[src/rtl/booth_pkg.sv]
// Package: shared types for the sequential Booth multiplier.
// Assumes: nothing beyond IEEE 1800-2017.
package booth_pkg;

    // Action selected by one radix-2 recoding step
    typedef enum logic [1:0] {
        BOOTH_SKIP = 2'd0,
        BOOTH_ADD  = 2'd1,
        BOOTH_SUB  = 2'd2
    } booth_op_e;

    // Controller states
    typedef enum logic {
        CTRL_IDLE = 1'b0,
        CTRL_RUN  = 1'b1
    } ctrl_state_e;

endpackage

[src/rtl/booth_recoder.sv]
// Module: booth_recoder
// Maps the pair (current multiplier bit, guard bit) to an action:
// (1,0) subtract, (0,1) add, equal bits skip.
// Assumes: purely combinational, evaluated once per step.
module booth_recoder
    import booth_pkg::*;
(
    input  logic      cur_bit,
    input  logic      guard_bit,
    output booth_op_e op
);

    // Decode the bit pair into the accumulator action
    always_comb begin
        unique case ({cur_bit, guard_bit})
            2'b10:   op = BOOTH_SUB;
            2'b01:   op = BOOTH_ADD;
            default: op = BOOTH_SKIP;
        endcase
    end

endmodule

[src/rtl/booth_addsub.sv]
// Module: booth_addsub
// Adds, subtracts or passes the multiplicand against the accumulator.
// The operation runs on W+1 bits so that the sign survives into the shift.
// Assumes: both inputs are signed W-bit values; the result is sign-exact.
module booth_addsub
    import booth_pkg::*;
#(
    parameter int W = 32
) (
    input  logic [W-1:0] acc,
    input  logic [W-1:0] mcand,
    input  booth_op_e    op,
    output logic [W:0]   sum
);

    localparam int XW = W + 1;

    logic [XW-1:0] acc_x;
    logic [XW-1:0] mcand_x;
    logic [XW-1:0] operand;
    logic          carry_in;

    // Sign-extend both inputs by one bit
    always_comb begin
        acc_x   = {acc[W-1], acc};
        mcand_x = {mcand[W-1], mcand};
    end

    // Select the second operand: zero, the multiplicand, or its ones' complement
    genvar gi;
    generate
        for (gi = 0; gi < XW; gi++) begin : g_opsel
            always_comb begin
                unique case (op)
                    BOOTH_ADD: operand[gi] = mcand_x[gi];
                    BOOTH_SUB: operand[gi] = ~mcand_x[gi];
                    default:   operand[gi] = 1'b0;
                endcase
            end
        end
    endgenerate

    // Carry-in completes the two's complement for subtraction
    always_comb carry_in = (op == BOOTH_SUB);

    // Single wide adder
    always_comb sum = acc_x + operand + {{(XW-1){1'b0}}, carry_in};

endmodule

[src/rtl/booth_ctrl.sv]
// Module: booth_ctrl
// Step sequencer: accepts start when idle, issues W step strobes,
// then pulses done for one cycle.
// Assumes: synchronous active-low reset; start is ignored while running.
module booth_ctrl
    import booth_pkg::*;
#(
    parameter int W = 32
) (
    input  logic clk,
    input  logic rst_n,
    input  logic start,
    output logic load,
    output logic step,
    output logic busy,
    output logic done
);

    localparam int CW = $clog2(W + 1);
    localparam logic [CW-1:0] LAST = CW'(W - 1);

    ctrl_state_e state_q;
    logic [CW-1:0] cnt_q;
    logic          done_q;

    // Strobes derived from the current state
    always_comb begin
        load = (state_q == CTRL_IDLE) && start;
        step = (state_q == CTRL_RUN);
        busy = (state_q == CTRL_RUN);
        done = done_q;
    end

    // State, step counter and done pulse
    always_ff @(posedge clk) begin
        if (!rst_n) begin
            state_q <= CTRL_IDLE;
            cnt_q   <= '0;
            done_q  <= 1'b0;
        end else begin
            done_q <= 1'b0;
            unique case (state_q)
                CTRL_IDLE: begin
                    if (start) begin
                        state_q <= CTRL_RUN;
                        cnt_q   <= '0;
                    end
                end
                CTRL_RUN: begin
                    if (cnt_q == LAST) begin
                        state_q <= CTRL_IDLE;
                        done_q  <= 1'b1;
                    end else begin
                        cnt_q <= cnt_q + 1'b1;
                    end
                end
                default: state_q <= CTRL_IDLE;
            endcase
        end
    end

endmodule

[src/rtl/booth_seq_mul.sv]
// Module: booth_seq_mul (top)
// Sequential radix-2 Booth multiplier. The combined register is
// {acc, mplr, guard}: acc collects the partial product, mplr holds the
// multiplier, and guard is the bit shifted out on the right. Each step
// recodes {mplr[0], guard}, updates acc through a W+1-bit adder and shifts
// everything right arithmetically.
// Assumes: operands are signed two's complement; W >= 2.
module booth_seq_mul
    import booth_pkg::*;
#(
    parameter int W = 32
) (
    input  logic             clk,
    input  logic             rst_n,
    input  logic             start,
    input  logic [W-1:0]     multiplicand,
    input  logic [W-1:0]     multiplier,
    output logic             busy,
    output logic             done,
    output logic [2*W-1:0]   product
);

    logic [W-1:0] acc_q;
    logic [W-1:0] mplr_q;
    logic         guard_q;
    logic [W-1:0] mcand_q;

    logic         load;
    logic         step;
    booth_op_e    op;
    logic [W:0]   sum;

    // Sequencer
    booth_ctrl #(.W(W)) u_ctrl (
        .clk   (clk),
        .rst_n (rst_n),
        .start (start),
        .load  (load),
        .step  (step),
        .busy  (busy),
        .done  (done)
    );

    // Recoding of the current bit pair
    booth_recoder u_recoder (
        .cur_bit   (mplr_q[0]),
        .guard_bit (guard_q),
        .op        (op)
    );

    // Partial-product adder
    booth_addsub #(.W(W)) u_addsub (
        .acc   (acc_q),
        .mcand (mcand_q),
        .op    (op),
        .sum   (sum)
    );

    // Combined register: load on start, add/sub then arithmetic shift per step
    always_ff @(posedge clk) begin
        if (!rst_n) begin
            acc_q   <= '0;
            mplr_q  <= '0;
            guard_q <= 1'b0;
            mcand_q <= '0;
        end else if (load) begin
            acc_q   <= '0;
            mplr_q  <= multiplier;
            guard_q <= 1'b0;
            mcand_q <= multiplicand;
        end else if (step) begin
            acc_q   <= sum[W:1];
            mplr_q  <= {sum[0], mplr_q[W-1:1]};
            guard_q <= mplr_q[0];
        end
    end

    // Product is the upper and lower halves side by side
    always_comb product = {acc_q, mplr_q};

endmodule

[config.mk]
export PLATFORM = sky130hd
export DESIGN_NAME = booth_seq_mul
export DESIGN_NICKNAME = d
export VERILOG_FILES = /design/src/rtl/booth_pkg.sv /design/src/rtl/booth_recoder.sv /design/src/rtl/booth_addsub.sv /design/src/rtl/booth_ctrl.sv /design/src/rtl/booth_seq_mul.sv
export SDC_FILE = /design/constraint.sdc
export NUM_CORES = 1
export LEC_CHECK = 0
export CAP_MARGIN = 20
export CORE_UTILIZATION = 35
export CTS_CLUSTER_DIAMETER = 50
export DETAILED_ROUTE_END_ITERATION = 7
export GPL_ROUTABILITY_DRIVEN = 0
export SETUP_SLACK_MARGIN = 0.3
export SYNTH_ARGS = -nofsm -noshare
export SYNTH_HDL_FRONTEND = slang
export SYNTH_SLANG_ARGS = --single-unit
export TNS_END_PERCENT = 5
[constraint.sdc]
create_clock -name clk -period 4.06 [get_ports clk]
set_clock_uncertainty 0.15 [all_clocks]
set_input_delay 0.812 -clock clk [delete_from_list [all_inputs] [get_ports clk]]
set_output_delay 0.812 -clock clk [all_outputs]
set_load 0.01 [all_outputs]
# After elaboration in Yosys (flattened, before gate mapping)

Cells that the tools add are included.
W data, S select, Z words.

Bits in registers: 105
Input port bits: 67
Output and inout bits: 66
Logic and storage cells: 98

Add/subtract/negate cells: 3
Equal/unequal tests: 7
Muxes and demuxes: 42
Bitwise operators: 34
Reduce and logical (&&, ||, !) cells: 5

Operators with widths:

| operator              | number |
|---|---|
| $pmux W1 S2           | 33 |
| $mux W32              | 2 |
| $not A1 Y1            | 34 |
| $add A32 B32 Y33      | 1 |
| $add A33 B1 Y33       | 1 |
| $mux W6               | 2 |
| $pmux W6 S2           | 1 |
| $add A6 B1 Y6 const B | 1 |
| $eq A6 B5 Y1 const B  | 1 |
| $eq A2 B1 Y1 const B  | 2 |
| $eq A2 B2 Y1 const B  | 2 |
| $ne A2 B2 Y1 const B  | 2 |
| $pmux W2 S2           | 1 |
| $reduce_and A2 Y1     | 2 |
| $mux W1               | 3 |
| $reduce_bool A2 Y1    | 1 |
| $reduce_or A2 Y1      | 1 |
| $logic_and A1 B1 Y1   | 1 |

# Logic depth before layout (Yosys ltp)

Gate-level depths: netlist of run 1.

Word-level depth: 8
Depth in mapped cells: 14
Gate-level depth less buffers: 12

# Modules after synthesis

A second synthesis of run 1 with hierarchy kept.

Cells, all modules: 749
Area, all modules: 6696.4 um2

By module, submodules not included:

| module        | times used | cells each | area each (um2) | seq. area each (um2) |
|---|---|---|---|---|
| booth_seq_mul | 1          | 353        | 4032.6          | 1941.9 |
| booth_addsub  | 1          | 349        | 2259.7          | 0.0 |
| booth_ctrl    | 1          | 45         | 389.1           | 160.2 |
| booth_recoder | 1          | 2          | 15.0            | 0.0 |

# Worst setup path before layout of run 1

OpenSTA, ideal clock, no wires.

Path kind: register to register
Start: register mplr_q[0]
End: register acc_q[23]
Library setup time: 117 ps
Data arrival time: 3152 ps
Data required time: 3793 ps
Path slack: 641 ps
Stages on the path, launching flop included: 14
Path buffers: 2
Period minus slack after synthesis: 3419 ps
Path through: dfxtp_1 nor2b_1 clkbuf_1 clkbuf_1 nand2_1 o21ai_0 fa_1 fa_1 a21oi_1 o211ai_2 a211oi_4 a311oi_1 or3_1 a32o_1

Word-level cells in the longest chain between the ends: 6
Elaborated cells on any way between the ends: 32
Classes of those cells: add/sub: 2; eq/ne: 4; mux: 26

Ends and longest elaborated chain:

| what                                                | line                                   | text |
|---|---|---|
| start, declared                                     | booth_seq_mul.sv:24                    | `logic [W-1:0] mplr_q;` |
| start signal, assigned                              | booth_seq_mul.sv:68                    | `mplr_q <= multiplier;` |
| start signal, assigned                              | booth_seq_mul.sv:73                    | `mplr_q <= {sum[0], mplr_q[W-1:1]};` |
| $eq A2 B1 Y1 / $eq A2 B2 Y1 (equally long branches) | booth_recoder.sv:15                    | `unique case ({cur_bit, guard_bit})` |
| $pmux W2 S2 (*)                                     | booth_recoder.sv:15                    |  |
| $eq A2 B2 Y1 / $eq A2 B1 Y1 (equally long branches) | booth_addsub.sv:34, booth_addsub.sv:44 |  |
| $pmux W1 S2                                         | booth_addsub.sv:34                     | `unique case (op)` |
| $add A32 B32 Y33                                    | booth_addsub.sv:47                     | `always_comb sum = acc_x + operand + {{(XW-1){1'b0}}, carry_in};` |
| $add A33 B1 Y33 (*)                                 | booth_addsub.sv:47                     |  |
| end signal, assigned                                | booth_seq_mul.sv:72                    | `acc_q <= sum[W:1];` |
| end, declared                                       | booth_seq_mul.sv:23                    | `logic [W-1:0] acc_q;` |

Mark *: on every way between the ends. The rest lies on a longest branch, timed or not.
A chain may end at the register's enable or synchronous reset.

# Worst setup path in the final report of run 1

Same ends and word-level chain as after synthesis.

==> impl_metrics.csv, run 1 <==
group,metric,value,unit
min_path,min_path_type,"reg -> reg",
grt,antenna_found_initial,0,
floorplan,die_w,137,µm
sta,fin_tns_setup,0,ns
grt,grt-busiest-layer,"met2",
routing,post_drt_wl_per_cell,15.2,µm
routing,drt-pass1-iter-count,5,
critical_path,rrSetupSlack,0.66,ns
logic_synthesis,ys_async_sr_fraction,0,%
critical_path,reg2reg_depth,11,
clock_tree,postCtsSetupBuffers,0,
grt,grt_pass1_vias,5561,
grt,met2_usage,32.1,%
sta,drv_slew,0,
pwr,totalPowerFinal,0.00243,W
clock_tree,insertion_delay,0.36,ns
finish,final_net_count,1014,
grt,grt_max_degree,57,
sta,min_period,3.40,ns
min_path,min_from,"mcand_q[16]",
floorplan,io_pins,133,
finish,area_delta_synth_final,27.1,%
logic_synthesis,synth_top_cell_area_share,33.1,%
sta,hold-worst-slack,0.326,ns
pwr,p_per_area,301,nW/µm²
logic_synthesis,netlist-cell-type-count,65,
status,outcome,"finished clean",
routing,vias_per_cell,5.17,
clock_tree,post_cts_resized,0,
routing,drc,0,
clock_tree,cts_buffers,9,
critical_path,path_class,"reg -> reg",
critical_path,worstPathArrival,3.51,ns
clock_tree,cts_sinks,105,
logic_synthesis,syn_area_per_cell,7.82,µm²
floorplan,start_util,36.2,%
logic_synthesis,synth_area_leader_cell,"dfxtp_1",
routing,wl,17.4,mm
grt,use_met3,6.00,%
critical_path,startpoint_type,"register",
floorplan,die_area,18700,µm²
min_path,hold_end,"mcand_q[16]",
critical_path,path_max_fanout,7,
floorplan,fp.coreArea,17500,µm²
clock_tree,clk_path_buf_depth,2,
pwr,peakVddDrop,0.202,mV
finish,n_antenna_cell,0,
critical_path,crit_required,4.16,ns
clock_tree,clk_pin_slew_worst_paths,0.07,ns
clock_tree,root_buffer,"clkbuf_16",
logic_synthesis,synth_ff_type,"dfxtp_1",
floorplan,die_y,137,µm
pwr,p_leak,3.14,nW
logic_synthesis,synth-seq-cells,105,
grt,grt-ovfl-total,0,
logic_synthesis,ys_warn_count,0,
sta,fmax,294,MHz
critical_path,r2r_end,"acc_q[23]",
placed_design,io_buffers,132,
sta,relSlewSlack,50.5,%
grt,use_met1,24.8,%
floorplan,num_rows,48,
logic_synthesis,synth_nets,914,
grt,grt_first_pass_wirelength,28.6,mm
clock_tree,ctsHoldBuffers,0,
critical_path,reg2reg_from,"mplr_q[0]",
clock_tree,cts_tree,"yes",
routing,routed-via-count,5910,
sta,hold_viol_final,0,
logic_synthesis,synthCells,813,
finish,drive_gt1_share,5.12,%
clock_tree,cts_max_level,3,
logic_synthesis,synth_enable_flop_cells,0,
sta,post-route-period-util,83.8,%
logic_synthesis,ys_seq_area_share,33.1,%
logic_synthesis,yosysMostFrequentCell,"nand2_1",
min_path,hold_path_depth,2,
routing,postRouteAntennaNets,0,
routing,first_iter_violations,393,
job,max_cap_viol_count,0,
sta,report.final.setup_viol,0,
sta,grt_setup_unrepaired,"no",
critical_path,crit_path_end_kind,"register",
logic_synthesis,synth_area,6360,µm²
logic_synthesis,synth_commonest_cells,"nand2_1, dfxtp_1, o21ai_0",
sta,worst_pin_slew,0.741,ns
placed_design,dpl.hpwl,12.8,mm
logic_synthesis,synthTopCellsByArea,"dfxtp_1, nand2_1, o21ai_0",
grt,grtUsageTotal,19.5,%
==> routing by layer <==
| metal | part of all wire, % | up-vias |
|---|---|---|
| li1 | - | 3051 |
| met2 | 46 | 156 |
| met3 | 6.9 | 16 |
| met5 | 0 | - |
| met1 | 46 | 2687 |
| met4 | 1.1 | 0 |
==> area by class of cell <==
type | instances | area (µm²)
Clock buffer | 11 | 233
Tap cell | 225 | 282
Timing Repair Buffer | 142 | 1390
Clock inverter | 5 | 38.8
Multi-Input combinational cell | 644 | 3990
Inverter | 11 | 41.3
Fill cell | 1795 | 9460
Sequential cell | 105 | 2110
==> cell families after synthesis <==
group | synth area share [%]
simple gates | 21.2
compound gates | 24.8
flops | 33.1
buf+inv | 4.29
mux | 6.61
fa+ha+maj | 6.93
xor+xnor | 3.03
==> worst max-delay path: stages, from the launching register on <==
cell and delay, ns:
dfxtp_1 0.40, nor2b_2 0.06, nand2_1 0.06, o21ai_0 0.09, fa_1 0.43, fa_1 0.41, a21oi_1 0.30, o211ai_2 0.15
a211oi_4 0.40, a311oi_1 0.21, or3_1 0.38, a32o_1 0.24
==> cell usage in the layout (no fill, tap or decap), types with 3 or more instances in the layout <==
cell type        count
a21oi_1             39
nor2b_1              6
nand2_1            169
nand4_1              9
o21a_1               3
a31oi_1              6
or3_1                4
nor2_1              33
o21bai_1             8
o22ai_1              4
ha_1                32
a211oi_1             9
a21boi_0            35
inv_1               11
o31ai_1              4
a21oi_2              3
nand2b_1             8
mux2i_1             42
xnor2_1             11
nand3_1              6
clkbuf_16            9
dfxtp_1            104
xor2_1              11
o21ai_1             14
buf_4               10
and2_1              36
o21ai_0             87
clkdlybuf4s50_1    130
a21o_1              15
and3_1               5
nor3_1               6
==> report_power, final <==
group	internal (W)	switching (W)
Sequential	0.00108	0.0000582
Combinational	0.000229	0.000224
Clock	0.000422	0.000412
==> worst max path at each step <==
stage,start,endpoint,slack [ns],depth (start not counted)
3_5_place_dp,mplr_q[0],acc_q[23],0.71,11
5_1_grt,mplr_q[0],acc_q[23],0.43,11
2_1_floorplan,mplr_q[0],acc_q[23],0.64,13
3_3_place_gp,guard_q,acc_q[23],0.77,11
6_report,mplr_q[0],acc_q[23],0.66,11
4_1_cts,mplr_q[0],acc_q[23],0.67,11
==> flip-flops by register name, indices dropped and copies added (netlist names) <==
name	count
u_ctrl.busy	1
acc_q	32
u_ctrl.cnt_q	6
mplr_q	32
u_ctrl.done	1
mcand_q	32
guard_q	1
==> through the flow <==
stage | cells | instance area (µm²) | utilization, % | setup slack, ns
CTS | 1143 | 8080 | 46.1 | 0.670
global placement | 1127 | 7810 | 44.5 | 0.771
floorplan | 813 | 6360 | - | 0.641
detailed placement | 1127 | 7810 | 44.5 | 0.706
finish | 1143 | 8080 | 46.1 | 0.656
global route | 1143 | 8080 | 46.1 | 0.428
(Power assumes the default switching activity.)
==> run 2, diff against run 1 <==
==> constraint.sdc (replaced) <==
create_clock -name clk -period 3.5 [get_ports clk]
set_clock_uncertainty 0.15 [all_clocks]
set_input_delay 0.7 -clock clk [delete_from_list [all_inputs] [get_ports clk]]
set_output_delay 0.7 -clock clk [all_outputs]
set_load 0.01 [all_outputs]
==> run 2 against run 1 <==
Count of clock-buffer cells in the layout down 1. Maximum frequency up 9.9%. Cell count up 0.70%. Sequential cell count stayed put. Largest power group unchanged. Largest cell class unchanged. Critical path type unchanged. Register-to-register slack worse by 0.25 ns. Combinational power is 19% higher. Utilization is 1.2 points higher. Sequential share of layout area is 0.62 points lower.
==> impl_metrics.csv, run 2 (synthesis results as in run 1) <==
group,metric,value,unit
status,outcome,"finished clean",
floorplan,die_y,137,µm
placed_design,place_inst,1130,
placed_design,io_buffers,132,
grt,grt-busiest-layer,"met2",
job,max_cap_viol_count,0,
grt,grt-ovfl-total,0,
pwr,p_sw_share,27.5,%
routing,drc,0,
floorplan,die_area,18700,µm²
pwr,p_switching,0.000821,W
grt,grt_pass1_vias,5667,
floorplan,fp.coreArea,17500,µm²
routing,vias_per_cell,5.17,
floorplan,die_w,137,µm
pwr,pwr-share-clk,37.6,%
sta,fmax,323,MHz
floorplan,start_util,36.2,%
min_path,hold_path_depth,2,
critical_path,startpoint_type,"register",
routing,first_iter_violations,361,
sta,worst_pin_slew,0.816,ns
sta,post-route-period-util,88.5,%
finish,mostFrequentLayoutCells,"nand2_1, clkdlybuf4s50_1, dfxtp_1",
critical_path,rrSetupSlack,0.40,ns
finish,n_antenna_cell,0,
routing,wl,17.7,mm
clock_tree,clk_path_buf_depth,2,
pwr,p_int,0.00217,W
sta,fin_tns_setup,0,ns
finish,area_delta_synth_final,30.5,%
pwr,p_per_area,360,nW/µm²
routing,postRouteAntennaNets,0,
clock_tree,root_buffer,"clkbuf_16",
sta,report.final.setup_viol,0,
placed_design,dpl.hpwl,12.9,mm
critical_path,crit_path_end_kind,"register",
critical_path,reg2reg_depth,11,
sta,relSlewSlack,45.4,%
pwr,p_seq_share,44.3,%
clock_tree,insertion_delay,0.36,ns
pwr,peakVddDrop,0.256,mV
routing,drt-pass1-iter-count,5,
grt,grt_max_degree,53,
grt,antenna_found_initial,1,
clock_tree,cts_max_level,3,
grt,use_met1,25.6,%
clock_tree,cts_buffers,9,
finish,finalNonFillerCells,1151,
critical_path,worstPathArrival,3.20,ns
finish,layout_top_registers,"acc_q: 32 flops, mcand_q: 32 flops, mplr_q: 32 flops",
grt,grt_first_pass_wirelength,28.6,mm
clock_tree,ctsHoldBuffers,0,
sta,grt_setup_unrepaired,"yes",
routing,post_drt_wl_per_cell,15.3,µm
grt,met2_usage,31.6,%
finish,final_common_cell,"nand2_1",
grt,grtUsageTotal,19.6,%
critical_path,path_max_fanout,11,
floorplan,num_rows,48,
min_path,min_path_type,"reg -> reg",
clock_tree,cts_sinks,105,
finish,drive_gt1_share,7.67,%
routing,routed-via-count,5946,
grt,use_met3,6.41,%
critical_path,path_class,"reg -> reg",
sta,hold_viol_final,0,
clock_tree,cts_tree,"yes",
sta,min_period,3.10,ns
floorplan,io_pins,133,
pwr,p_leak,3.19,nW
critical_path,crit_required,3.60,ns
sta,drv_slew,0,
finish,final_net_count,1022,
clock_tree,clk_pin_slew_worst_paths,0.07,ns
pwr,p_comb_share,18.0,%
[run 2: metal layers]
| layer | up-vias | part of all wire [%] |
|---|---|---|
| li1 | 3056 | - |
| met1 | 2717 | 47 |
| met2 | 161 | 45 |
| met3 | 10 | 6.8 |
| met4 | 2 | 0.61 |
| met5 | - | 0.068 |
[run 2: critical path, cell delays in order (launching register included)]
cell      delay [ns]
dfxtp_2         0.33
nand2b_4        0.16
buf_4           0.14
buf_4           0.16
o21ai_0         0.30
ha_1            0.38
a21oi_1         0.24
o21a_1          0.23
nor2b_1         0.26
a311oi_2        0.10
or3_1           0.33
a32o_1          0.22
[run 2: worst paths after layout]
check / from / endpoint
setup / recovery: guard_q / acc_q[23]
hold / removal: mcand_q[30] / mcand_q[30]
setup reg to reg: guard_q / acc_q[23]
hold reg to reg: mcand_q[30] / mcand_q[30]
[run 2: layout make-up]
class	instances	area [µm²]
Clock buffer	10	229
Inverter	11	41.3
Fill cell	1749	9240
Multi-Input combinational cell	644	4070
Clock inverter	6	98.8
Timing Repair Buffer	150	1460
Sequential cell	105	2110
Tap cell	225	282
[run 2: repair_timing]
item / in CTS / in global routing
setup endpoints to repair: 8 / 20
setup buffers: 1 / 4
endpoints found under the hold margin: 0 / 0
gates resized for setup: 1 / 20
pin swaps: 1 / 11
[run 2: per-stage QoR]
step	util [%]	total power [W]	hold slack, ns	cell area, µm²	setup slack (ns)
2_1_floorplan	-	0.00165	0.304	6380	0.260
3_5_place_dp	44.7	0.00189	0.321	7850	0.142
3_3_place_gp	44.7	0.00188	0.314	7850	0.265
4_1_cts	46.7	0.00302	0.331	8190	0.274
6_report	47.3	0.00299	0.326	8290	0.402
5_1_grt	47.3	0.00313	0.359	8290	0.254
[run 2: power groups by stage]
stage               registers [W]  logic (W)  clock network, W
global route              0.00134   0.000597           0.00120
CTS                       0.00133   0.000536           0.00116
global placement          0.00135   0.000531                 0
finish                    0.00133   0.000539           0.00113
detailed placement        0.00135   0.000534                 0
floorplan                 0.00134   0.000308                 0
